$ cat src/rtl/lccd_pkg.sv
`timescale 1ns/1ps
package lccd_pkg;
    localparam int CNT_W = 16;
    localparam int PIX_W = 12;

    typedef logic [CNT_W-1:0] cnt_t;
    typedef logic [PIX_W-1:0] pix_t;

    typedef enum logic [2:0] {
        ST_PARK,
        ST_TG_LEAD,
        ST_PG_LEAD,
        ST_PG_HI,
        ST_TG_LAG,
        ST_AB_LEAD,
        ST_AB_HI,
        ST_READ
    } seq_st_e;

    typedef struct packed {
        cnt_t tg_lead;
        cnt_t pg_lead;
        cnt_t pg_width;
        cnt_t tg_lag;
        cnt_t ab_lead;
        cnt_t ab_width;
        cnt_t half;
        pix_t npix;
    } line_cfg_t;

    function automatic cnt_t floor_cnt(cnt_t v, cnt_t lo);
        return (v < lo) ? lo : v;
    endfunction

    function automatic logic st_tg_high(seq_st_e s);
        return (s == ST_PG_LEAD) || (s == ST_PG_HI) || (s == ST_TG_LAG);
    endfunction
endpackage

$ cat src/rtl/lccd_cfg_clamp.sv
`timescale 1ns/1ps
module lccd_cfg_clamp
    import lccd_pkg::*;
#(
    parameter int MIN_HALF = 3,
    parameter int MIN_PG_W = 20,
    parameter int MIN_AB_W = 150
) (
    input  cnt_t      tg_lead_i,
    input  cnt_t      pg_lead_i,
    input  cnt_t      pg_width_i,
    input  cnt_t      tg_lag_i,
    input  cnt_t      ab_lead_i,
    input  cnt_t      ab_width_i,
    input  cnt_t      half_i,
    input  pix_t      npix_i,
    output line_cfg_t cfg_o
);
    localparam cnt_t ONE_C  = cnt_t'(1);
    localparam cnt_t HALF_C = cnt_t'(MIN_HALF);
    localparam cnt_t PGW_C  = cnt_t'(MIN_PG_W);
    localparam cnt_t ABW_C  = cnt_t'(MIN_AB_W);

    always_comb begin
        cfg_o.tg_lead  = floor_cnt(tg_lead_i, ONE_C);
        cfg_o.pg_lead  = floor_cnt(pg_lead_i, ONE_C);
        cfg_o.pg_width = floor_cnt(pg_width_i, PGW_C);
        cfg_o.tg_lag   = floor_cnt(tg_lag_i, ONE_C);
        cfg_o.ab_lead  = floor_cnt(ab_lead_i, ONE_C);
        cfg_o.ab_width = floor_cnt(ab_width_i, ABW_C);
        cfg_o.half     = floor_cnt(half_i, HALF_C);
        cfg_o.npix     = (npix_i == '0) ? pix_t'(1) : npix_i;
    end
endmodule

$ cat src/rtl/lccd_seq.sv
`timescale 1ns/1ps
module lccd_seq
    import lccd_pkg::*;
(
    input  logic      clk,
    input  logic      rst,
    input  logic      start_i,
    input  line_cfg_t cfg_i,
    input  logic      done_i,
    output line_cfg_t cfg_o,
    output logic      read_en_o,
    output logic      tg_o,
    output logic      pg_o,
    output logic      ab_o
);
    seq_st_e   state_q, state_d;
    cnt_t      cnt_q, cnt_d;
    line_cfg_t cfg_q;

    always_comb begin
        state_d = state_q;
        cnt_d   = cnt_q;
        unique case (state_q)
            ST_PARK: begin
                if (start_i) begin
                    state_d = ST_TG_LEAD;
                    cnt_d   = cfg_i.tg_lead - 1'b1;
                end
            end
            ST_READ: begin
                if (done_i) state_d = ST_PARK;
            end
            default: begin
                if (cnt_q != '0) begin
                    cnt_d = cnt_q - 1'b1;
                end else begin
                    unique case (state_q)
                        ST_TG_LEAD: begin state_d = ST_PG_LEAD; cnt_d = cfg_q.pg_lead  - 1'b1; end
                        ST_PG_LEAD: begin state_d = ST_PG_HI;   cnt_d = cfg_q.pg_width - 1'b1; end
                        ST_PG_HI:   begin state_d = ST_TG_LAG;  cnt_d = cfg_q.tg_lag   - 1'b1; end
                        ST_TG_LAG:  begin state_d = ST_AB_LEAD; cnt_d = cfg_q.ab_lead  - 1'b1; end
                        ST_AB_LEAD: begin state_d = ST_AB_HI;   cnt_d = cfg_q.ab_width - 1'b1; end
                        default:    begin state_d = ST_READ;    cnt_d = '0; end
                    endcase
                end
            end
        endcase
    end

    always_ff @(posedge clk) begin
        if (rst) begin
            state_q <= ST_PARK;
            cnt_q   <= '0;
            cfg_q   <= '0;
            tg_o    <= 1'b0;
            pg_o    <= 1'b0;
            ab_o    <= 1'b0;
        end else begin
            state_q <= state_d;
            cnt_q   <= cnt_d;
            if (state_q == ST_PARK && start_i) cfg_q <= cfg_i;
            tg_o    <= st_tg_high(state_d);
            pg_o    <= (state_d == ST_PG_HI);
            ab_o    <= (state_d == ST_AB_HI);
        end
    end

    assign cfg_o     = cfg_q;
    assign read_en_o = (state_q == ST_READ);

    p_pg_in_tg_r5: assert property (@(posedge clk) disable iff (rst)
        pg_o |-> tg_o);
    p_tg_after_pg_r7: assert property (@(posedge clk) disable iff (rst)
        $fell(tg_o) |-> !pg_o && !$past(pg_o));
    p_ab_apart_r8: assert property (@(posedge clk) disable iff (rst)
        ab_o |-> !tg_o);
    p_read_gates_low_r9: assert property (@(posedge clk) disable iff (rst)
        read_en_o |-> !tg_o && !pg_o && !ab_o);
endmodule

$ cat src/rtl/lccd_hphase.sv
`timescale 1ns/1ps
module lccd_hphase
    import lccd_pkg::*;
(
    input  logic clk,
    input  logic rst,
    input  logic en_i,
    input  cnt_t half_i,
    input  pix_t npix_i,
    output logic ph1_o,
    output logic ph2_o,
    output logic pix_valid_o,
    output logic line_done_o
);
    cnt_t hcnt_q;
    pix_t pcnt_q;
    pix_t pcnt_nx;

    assign pcnt_nx = pcnt_q + 1'b1;

    always_ff @(posedge clk) begin
        if (rst || !en_i) begin
            hcnt_q      <= half_i - 1'b1;
            pcnt_q      <= '0;
            ph1_o       <= 1'b1;
            ph2_o       <= 1'b0;
            pix_valid_o <= 1'b0;
            line_done_o <= 1'b0;
        end else begin
            pix_valid_o <= 1'b0;
            line_done_o <= 1'b0;
            if (hcnt_q == '0) begin
                hcnt_q <= half_i - 1'b1;
                ph1_o  <= ~ph1_o;
                ph2_o  <= ~ph2_o;
                if (!ph1_o) begin
                    pix_valid_o <= 1'b1;
                    pcnt_q      <= pcnt_nx;
                    if (pcnt_nx == npix_i) line_done_o <= 1'b1;
                end
            end else begin
                hcnt_q <= hcnt_q - 1'b1;
            end
        end
    end

    p_compl_r2: assert property (@(posedge clk) disable iff (rst)
        ph1_o != ph2_o);
    p_park_idle_r3: assert property (@(posedge clk) disable iff (rst)
        !en_i |=> ph1_o && !ph2_o);
    p_pv_on_rise_r10: assert property (@(posedge clk) disable iff (rst)
        pix_valid_o |-> ph1_o && !$past(ph1_o));
    p_done_with_pv_r11: assert property (@(posedge clk) disable iff (rst)
        line_done_o |-> pix_valid_o);
endmodule

$ cat src/rtl/lccd_xfer_gen.sv
`timescale 1ns/1ps
module lccd_xfer_gen
    import lccd_pkg::*;
#(
    parameter int MIN_HALF = 3,
    parameter int MIN_PG_W = 20,
    parameter int MIN_AB_W = 150
) (
    input  logic             clk,
    input  logic             rst,
    input  logic             start_i,
    input  logic [PIX_W-1:0] npix_i,
    input  logic [CNT_W-1:0] half_i,
    input  logic [CNT_W-1:0] tg_lead_i,
    input  logic [CNT_W-1:0] pg_lead_i,
    input  logic [CNT_W-1:0] pg_width_i,
    input  logic [CNT_W-1:0] tg_lag_i,
    input  logic [CNT_W-1:0] ab_lead_i,
    input  logic [CNT_W-1:0] ab_width_i,
    output logic             ph1_o,
    output logic             ph2_o,
    output logic             tg_o,
    output logic             pg_o,
    output logic             ab_o,
    output logic             pix_valid_o,
    output logic             line_done_o
);
    line_cfg_t cfg_raw;
    line_cfg_t cfg_line;
    logic      read_en;

    lccd_cfg_clamp #(
        .MIN_HALF (MIN_HALF),
        .MIN_PG_W (MIN_PG_W),
        .MIN_AB_W (MIN_AB_W)
    ) clamp_i (
        .tg_lead_i  (tg_lead_i),
        .pg_lead_i  (pg_lead_i),
        .pg_width_i (pg_width_i),
        .tg_lag_i   (tg_lag_i),
        .ab_lead_i  (ab_lead_i),
        .ab_width_i (ab_width_i),
        .half_i     (half_i),
        .npix_i     (npix_i),
        .cfg_o      (cfg_raw)
    );

    lccd_seq seq_i (
        .clk       (clk),
        .rst       (rst),
        .start_i   (start_i),
        .cfg_i     (cfg_raw),
        .done_i    (line_done_o),
        .cfg_o     (cfg_line),
        .read_en_o (read_en),
        .tg_o      (tg_o),
        .pg_o      (pg_o),
        .ab_o      (ab_o)
    );

    lccd_hphase hphase_i (
        .clk         (clk),
        .rst         (rst),
        .en_i        (read_en),
        .half_i      (cfg_line.half),
        .npix_i      (cfg_line.npix),
        .ph1_o       (ph1_o),
        .ph2_o       (ph2_o),
        .pix_valid_o (pix_valid_o),
        .line_done_o (line_done_o)
    );

    p_park_in_xfer_r3: assert property (@(posedge clk) disable iff (rst)
        (tg_o || pg_o || ab_o) |-> ph1_o && !ph2_o);
endmodule

$ cat config.mk
export PLATFORM = sky130hd
export DESIGN_NAME = lccd_xfer_gen
export DESIGN_NICKNAME = d
export VERILOG_FILES = /design/src/rtl/lccd_pkg.sv /design/src/rtl/lccd_cfg_clamp.sv /design/src/rtl/lccd_seq.sv /design/src/rtl/lccd_hphase.sv /design/src/rtl/lccd_xfer_gen.sv
export SDC_FILE = /design/constraint.sdc
export NUM_CORES = 1
export LEC_CHECK = 0
export BUFFER_PORTS_ARGS = -buffer_cell sky130_fd_sc_hd__buf_4
export CORE_MARGIN = 4
export CORE_UTILIZATION = 56
export CTS_CLUSTER_DIAMETER = 120
export DETAILED_ROUTE_END_ITERATION = 16
export GPL_ROUTABILITY_DRIVEN = 0
export GPL_TIMING_DRIVEN = 0
export HOLD_SLACK_MARGIN = 0.02
export PLACE_DENSITY_LB_ADDON = 0.1
export SYNTH_ARGS = -nofsm -noshare
export SYNTH_HDL_FRONTEND = slang
export SYNTH_SLANG_ARGS = --single-unit
export TNS_END_PERCENT = 30
$ cat constraint.sdc
create_clock -name clk -period 6.1 [get_ports clk]
set_input_delay 0.305 -clock clk [delete_from_list [all_inputs] [get_ports clk]]
set_output_delay 0.305 -clock clk [all_outputs]
set_load 0.1 [all_outputs]
# Word level (Yosys, flattened, before mapping)

Cells that the tools add are included.
Widths: inputs -> output; s select.

Bits in latches: 0
Register bits after elaboration: 162
Memory bits (read-only): 0
Memory bits (writable): 0
Output and inout bits: 7
Memories: 0
Bits of input ports: 127

Eq/ne operators: 12
Multiplexer cells: 21
Bitwise logic cells: 4
Add/sub/neg operators: 10
Reduce and logical (&&, ||, !) cells: 13
$lt $le $gt $ge: 7
Shifts and indexed selects: 0
Multiply operators: 0
Div/mod/pow operators: 0

Operators with widths:

| cell                  | count |
|---|---|
| $mux 16               | 11 |
| $sub 16x1->16 const B | 9 |
| $pmux 16 s5           | 1 |
| $lt 16x1->1 const B   | 4 |
| $pmux 16 s2           | 1 |
| $logic_not 16->1      | 1 |
| $lt 16x2->1 const B   | 1 |
| $lt 16x5->1 const B   | 1 |
| $lt 16x8->1 const B   | 1 |
| $reduce_bool 16->1    | 1 |
| $eq 3x3->1 const B    | 5 |
| $pmux 3 s5            | 1 |
| $add 12x1->12 const B | 1 |
| $eq 12x12->1          | 1 |
| $eq 3x2->1 const B    | 4 |
| $logic_not 12->1      | 1 |
| $mux 12               | 1 |
| $mux 3                | 3 |
| $pmux 3 s2            | 1 |
| $not 1->1             | 4 |
| $reduce_and 2->1      | 2 |
| $eq 3x1->1 const B    | 1 |
| $logic_not 3->1       | 1 |
| $logic_or 1x1->1      | 3 |
| 6 further kinds       | 7 |

# Longest topological paths before layout

Depth in word-level cells: 7
Mapped depth: 14

# Cells and area by module

Synthesis repeated with hierarchy kept, for this count alone.

Cell total of the unflattened synthesis: 1350
Area, all modules: 9841.9 um^2

By module, submodules not included:

| module         | area an instance (um^2) | times used | cells each |
|---|---|---|---|
| lccd_seq       | 6910.4                  | 1          | 924 |
| lccd_hphase    | 2148.3                  | 1          | 264 |
| lccd_cfg_clamp | 783.3                   | 1          | 162 |

# Worst setup path before layout

No wires, ideal clock.

Path kind: register to register
Start point: register seq_i.state_q[2]
End point: register seq_i.cnt_q[14]
Arrival: 2.785 ns
Path slack: 3.214 ns
Cell stages (with the launch flop): 15
Buffers on the path: 2
Cells stage by stage: dfxtp_1 buf_2 nor2b_4 buf_2 a221oi_1 or2_2 a21boi_0 ha_1 inv_1 a221oi_1 and4bb_2 nand4_1 xor2_1 a21oi_1 o41ai_1

Longest elaborated chain between the ends: 4
Elaborated cells between the ends (all ways): 13
Classes of those cells: eq/ne: 7; mux: 3; bitwise: 1; reduce/logical: 2

Ends and longest elaborated chain:

| item                               | RTL line       | text |
|---|---|---|
| from (decl)                        | lccd_seq.sv:16 | `seq_st_e state_q, state_d;` |
| from (signal assigned)             | lccd_seq.sv:59 | `state_q <= state_d;` |
| $eq 3x3->1 (tied with other cells) | lccd_seq.sv:37 | `unique case (state_q)` |
| $pmux 16 s5                        | lccd_seq.sv:37 |  |
| $mux 16                            | lccd_seq.sv:34 | `if (cnt_q != '0) begin` |
| $pmux 16 s2                        | lccd_seq.sv:23 | `unique case (state_q)` |
| to (signal assigned)               | lccd_seq.sv:60 | `cnt_q <= cnt_d;` |
| to (decl)                          | lccd_seq.sv:17 | `cnt_t cnt_q, cnt_d;` |

Parallel ways exist; a longest one is shown, timed or not.
A chain may end at the register's enable or synchronous reset.

# Worst setup path after layout

Start point: register seq_i.state_q[0]
End point: register seq_i.cnt_q[14]

Same word-level chain as after synthesis.

==> impl_metrics.csv <==
group,metric,value,unit
synthesis,ys_top_cells_by_area,"dfxtp_1, nand2_1, a21oi_1",
hold_path,min_to,"seq_i.cfg_o[28]",
synthesis,synth_top_area_share,0.390,
global_routing,grt_pass1_wl,39400,microns
synthesis,postSynth.asyncResetShare,0,
route,drt-initial-drc-count,666,
route,drtPass1Iterations,6,
worst_setup_path,cp_max_fo,10,
finish,layout-drive-gt1-share,0.151,
worst_setup_path,critPathKind,"flop to flop",
clocking,clkTransAtPathRegs,0.06,ns
outcome,status,"finished clean",
route,routed-via-count,8457,
synthesis,synth_ff_type,"dfxtp_1",
sta,min_period_over_period,0.608,
finish,final_nets,1373,
hold_path,hold_depth,3,
synthesis,yosys.area.top_type,"dfxtp_1",
synthesis,ys_warn_count,0,
global_routing,grt_max_degree,17,
floorplan,core,14500,sq um
power_and_ir_drop,power.density,297,nW/um^2
hold_path,hold_class,"primary input to flop",
power_and_ir_drop,power,3.01,mW
finish,final_cells,1437,
sta,fin_skew,0.00745,ns
floorplan,rows,44,
sta,setup_tns,0,ns
worst_setup_path,cp-start-kind,"flop",
clocking,root_buffer,"clkbuf_16",
placed_design,place_inst,1405,
synthesis,syn_inst,1088,
clocking,cts_made_buffers,17,
synthesis,syn_area,8310,sq um
sta,max_freq,270,MHz
floorplan,floorplan.initialDensity,0.571,
worst_setup_path,ff2ff_path_depth,13,
synthesis,synth_seq_cells,162,
synthesis,yosysUniqueCellTypes,65,
clocking,clk_latency,0.43,ns
synthesis,synth_edf_count,0,
placed_design,dp_hpwl,19100,microns
route,detail-route-antenna-nets,0,
global_routing,grt_pass1_vias,7654,
placed_design,place_area,9530,sq um
synthesis,ys_seq_area_frac,0.390,
global_routing,grt_antenna_before_repair,0,
worst_setup_path,reg2reg_from,"seq_i.state_q[0]",
power_and_ir_drop,power_leakage,3.97,nW
synthesis,syn_avg_cell_area,7.63,sq um
clocking,ctsResizeCount,0,
clocking,cts.sinks,162,
flow_run,max_cap_viol_count,0,
placed_design,io_buffer_count,133,
sta,drv_slew,0,
hold_path,hp-start,"ab_width_i[0]",
clocking,cts_setup_buffers,0,
power_and_ir_drop,vdd_drop_max,237,uV
route,routed_via_density,5.89,
worst_setup_path,arrival,4.03,ns
finish,areaGrowthSynthToFinish,22.2,%
route,wl,25300,microns
clocking,cts_tree,"built",
route,wl_per_cell,17.6,microns
clocking,htree_levels,4,
sta,worst_hold_slack,0.115,ns
floorplan,die-height,130,microns
sta,setup_viol,0,
sta,grt_setup_unrepaired,"false",
global_routing,grt_usage,0.299,
clocking,holdBufCountCts,0,
sta,fin_crit,3.71,ns
sta,worst_pin_slew,0.771,ns
finish,num_antenna_cells,0,
finish,stdcell_area,10200,sq um
sta,layout_setup_ws,2.39,ns
placed_design,dp_slack,2.53,ns
route,drc,0,
worst_setup_path,r2r_end,"seq_i.cnt_q[14]",
sta,slew_headroom,0.486,
worst_setup_path,cp-end-kind,"flop",
finish,fin_util,0.699,
worst_setup_path,required,6.42,ns
floorplan,dieWidth,130,microns
global_routing,globalRouteOverflowTotal,0,
floorplan,io_pins,134,
worst_setup_path,ff2ff_setup_slack,2.39,ns
sta,hold_viol,0,
clocking,cts_buffer_depth,2,
floorplan,die_area,16800,sq um
synthesis,syn_nets,1221,
==> flip-flops by register name, summed over array words and instances (netlist names) <==
register / cells
seq_i.state_q: 3
hphase_i.hcnt_q: 16
hphase_i.ph1_o: 1
hphase_i.pix_valid_o: 1
hphase_i.ph2_o: 1
hphase_i.pcnt_q: 12
seq_i.cnt_q: 16
seq_i.ab_o: 1
seq_i.cfg_o: 108
seq_i.pg_o: 1
seq_i.tg_o: 1
hphase_i.line_done_o: 1
==> metal layers <==
layer	track usage	vias to the layer above	wire length, microns
li1	-	4147	-
met1	0.396	3885	10800
met2	0.486	359	11700
met3	0.0463	66	1750
met4	0.133	0	1050
met5	0	-	0
==> worst max-delay path, cell delays in order, from the launching register on <==
cell and delay, ns:
dfxtp_1 0.41, clkinv_1 0.28, clkbuf_1 0.34, a221oi_1 0.26
or2_2 0.17, a21boi_0 0.34, ha_1 0.24, inv_1 0.04
a221oi_1 0.44, and4bb_2 0.35, nand4_1 0.13, xor2_1 0.20
a21oi_1 0.10, o41ai_1 0.30
==> Yosys cell counts, types with 5 or more instances <==
| cell type | count |
|---|---|
| a211oi_1 | 14 |
| nand2_1 | 238 |
| nor3_1 | 34 |
| a2bb2oi_1 | 5 |
| or3_1 | 13 |
| nor2_1 | 88 |
| nor3b_1 | 7 |
| buf_2 | 10 |
| nand3b_1 | 6 |
| a221oi_1 | 22 |
| o21ai_0 | 39 |
| a31oi_1 | 8 |
| nor4_1 | 31 |
| inv_1 | 12 |
| nand2b_1 | 5 |
| xor2_1 | 44 |
| nand4_1 | 9 |
| o221ai_1 | 6 |
| xnor2_1 | 36 |
| dfxtp_1 | 162 |
| clkbuf_1 | 58 |
| nand3_1 | 15 |
| a41oi_1 | 5 |
| a22oi_1 | 6 |
| and3_1 | 7 |
| a21oi_1 | 131 |
| ha_1 | 6 |
==> layout make-up <==
cell class / count / area, sq um
Clock buffer: 19 / 433
Multi-Input combinational cell: 844 / 4740
Clock inverter: 13 / 185
Fill cell: 1285 / 4380
Inverter: 13 / 48.8
Buffer: 69 / 275
Timing Repair Buffer: 133 / 998
Sequential cell: 162 / 3240
Tap cell: 184 / 230
==> how the worst max path moves through the flow <==
stage	start	endpoint	slack (ns)
6_report	seq_i.state_q[0]	seq_i.cnt_q[14]	2.39
5_1_grt	seq_i.state_q[0]	seq_i.cnt_q[14]	2.20
4_1_cts	seq_i.state_q[0]	seq_i.cnt_q[14]	2.50
3_5_place_dp	seq_i.state_q[0]	seq_i.cnt_q[14]	2.53
2_1_floorplan	seq_i.state_q[2]	seq_i.cnt_q[14]	3.21
3_3_place_gp	seq_i.state_q[0]	seq_i.cnt_q[14]	2.59
==> cell families (layout without fill, tap and decap cells) <==
family,Yosys count,after routing,synth area share
multiplexers,6,6,0.00753
XOR/XNOR,80,80,0.0844
adder cells (fa/ha/maj),6,6,0.00904
AO/OA/AOI/OAI,273,273,0.204
flip-flops,162,162,0.390
buffers and inverters,82,247,0.0390
AND/OR/NAND/NOR,479,479,0.266
==> power breakdown <==
| part | internal, mW | leakage (nW) | switching [mW] |
|---|---|---|---|
| registers | 1.17 | 1.34 | 0.0945 |
| logic | 0.258 | 2.34 | 0.361 |
| clock network | 0.686 | 0.297 | 0.442 |
==> cells in the final DEF (no fill, tap or decap), types with 5 or more instances in the layout <==
cell and n:
a31oi_1 8, nand2_1 238, buf_4 134, and3_1 7
o21ai_0 39, a211oi_1 14, nand4_1 9, nor3_1 34
xnor2_1 36, a221oi_1 22, nand3_1 15, a41oi_1 5
xor2_1 44, buf_2 10, a22oi_1 6, dfxtp_1 162
nor4_1 31, clkbuf_16 17, clkbuf_1 60, a21oi_1 131
nor3b_1 7, o221ai_1 6, ha_1 6, nand3b_1 6
nand2b_1 5, inv_1 12, a2bb2oi_1 5, or3_1 13
nor2_1 88
Note: power is estimated with default switching activity, not from simulation.
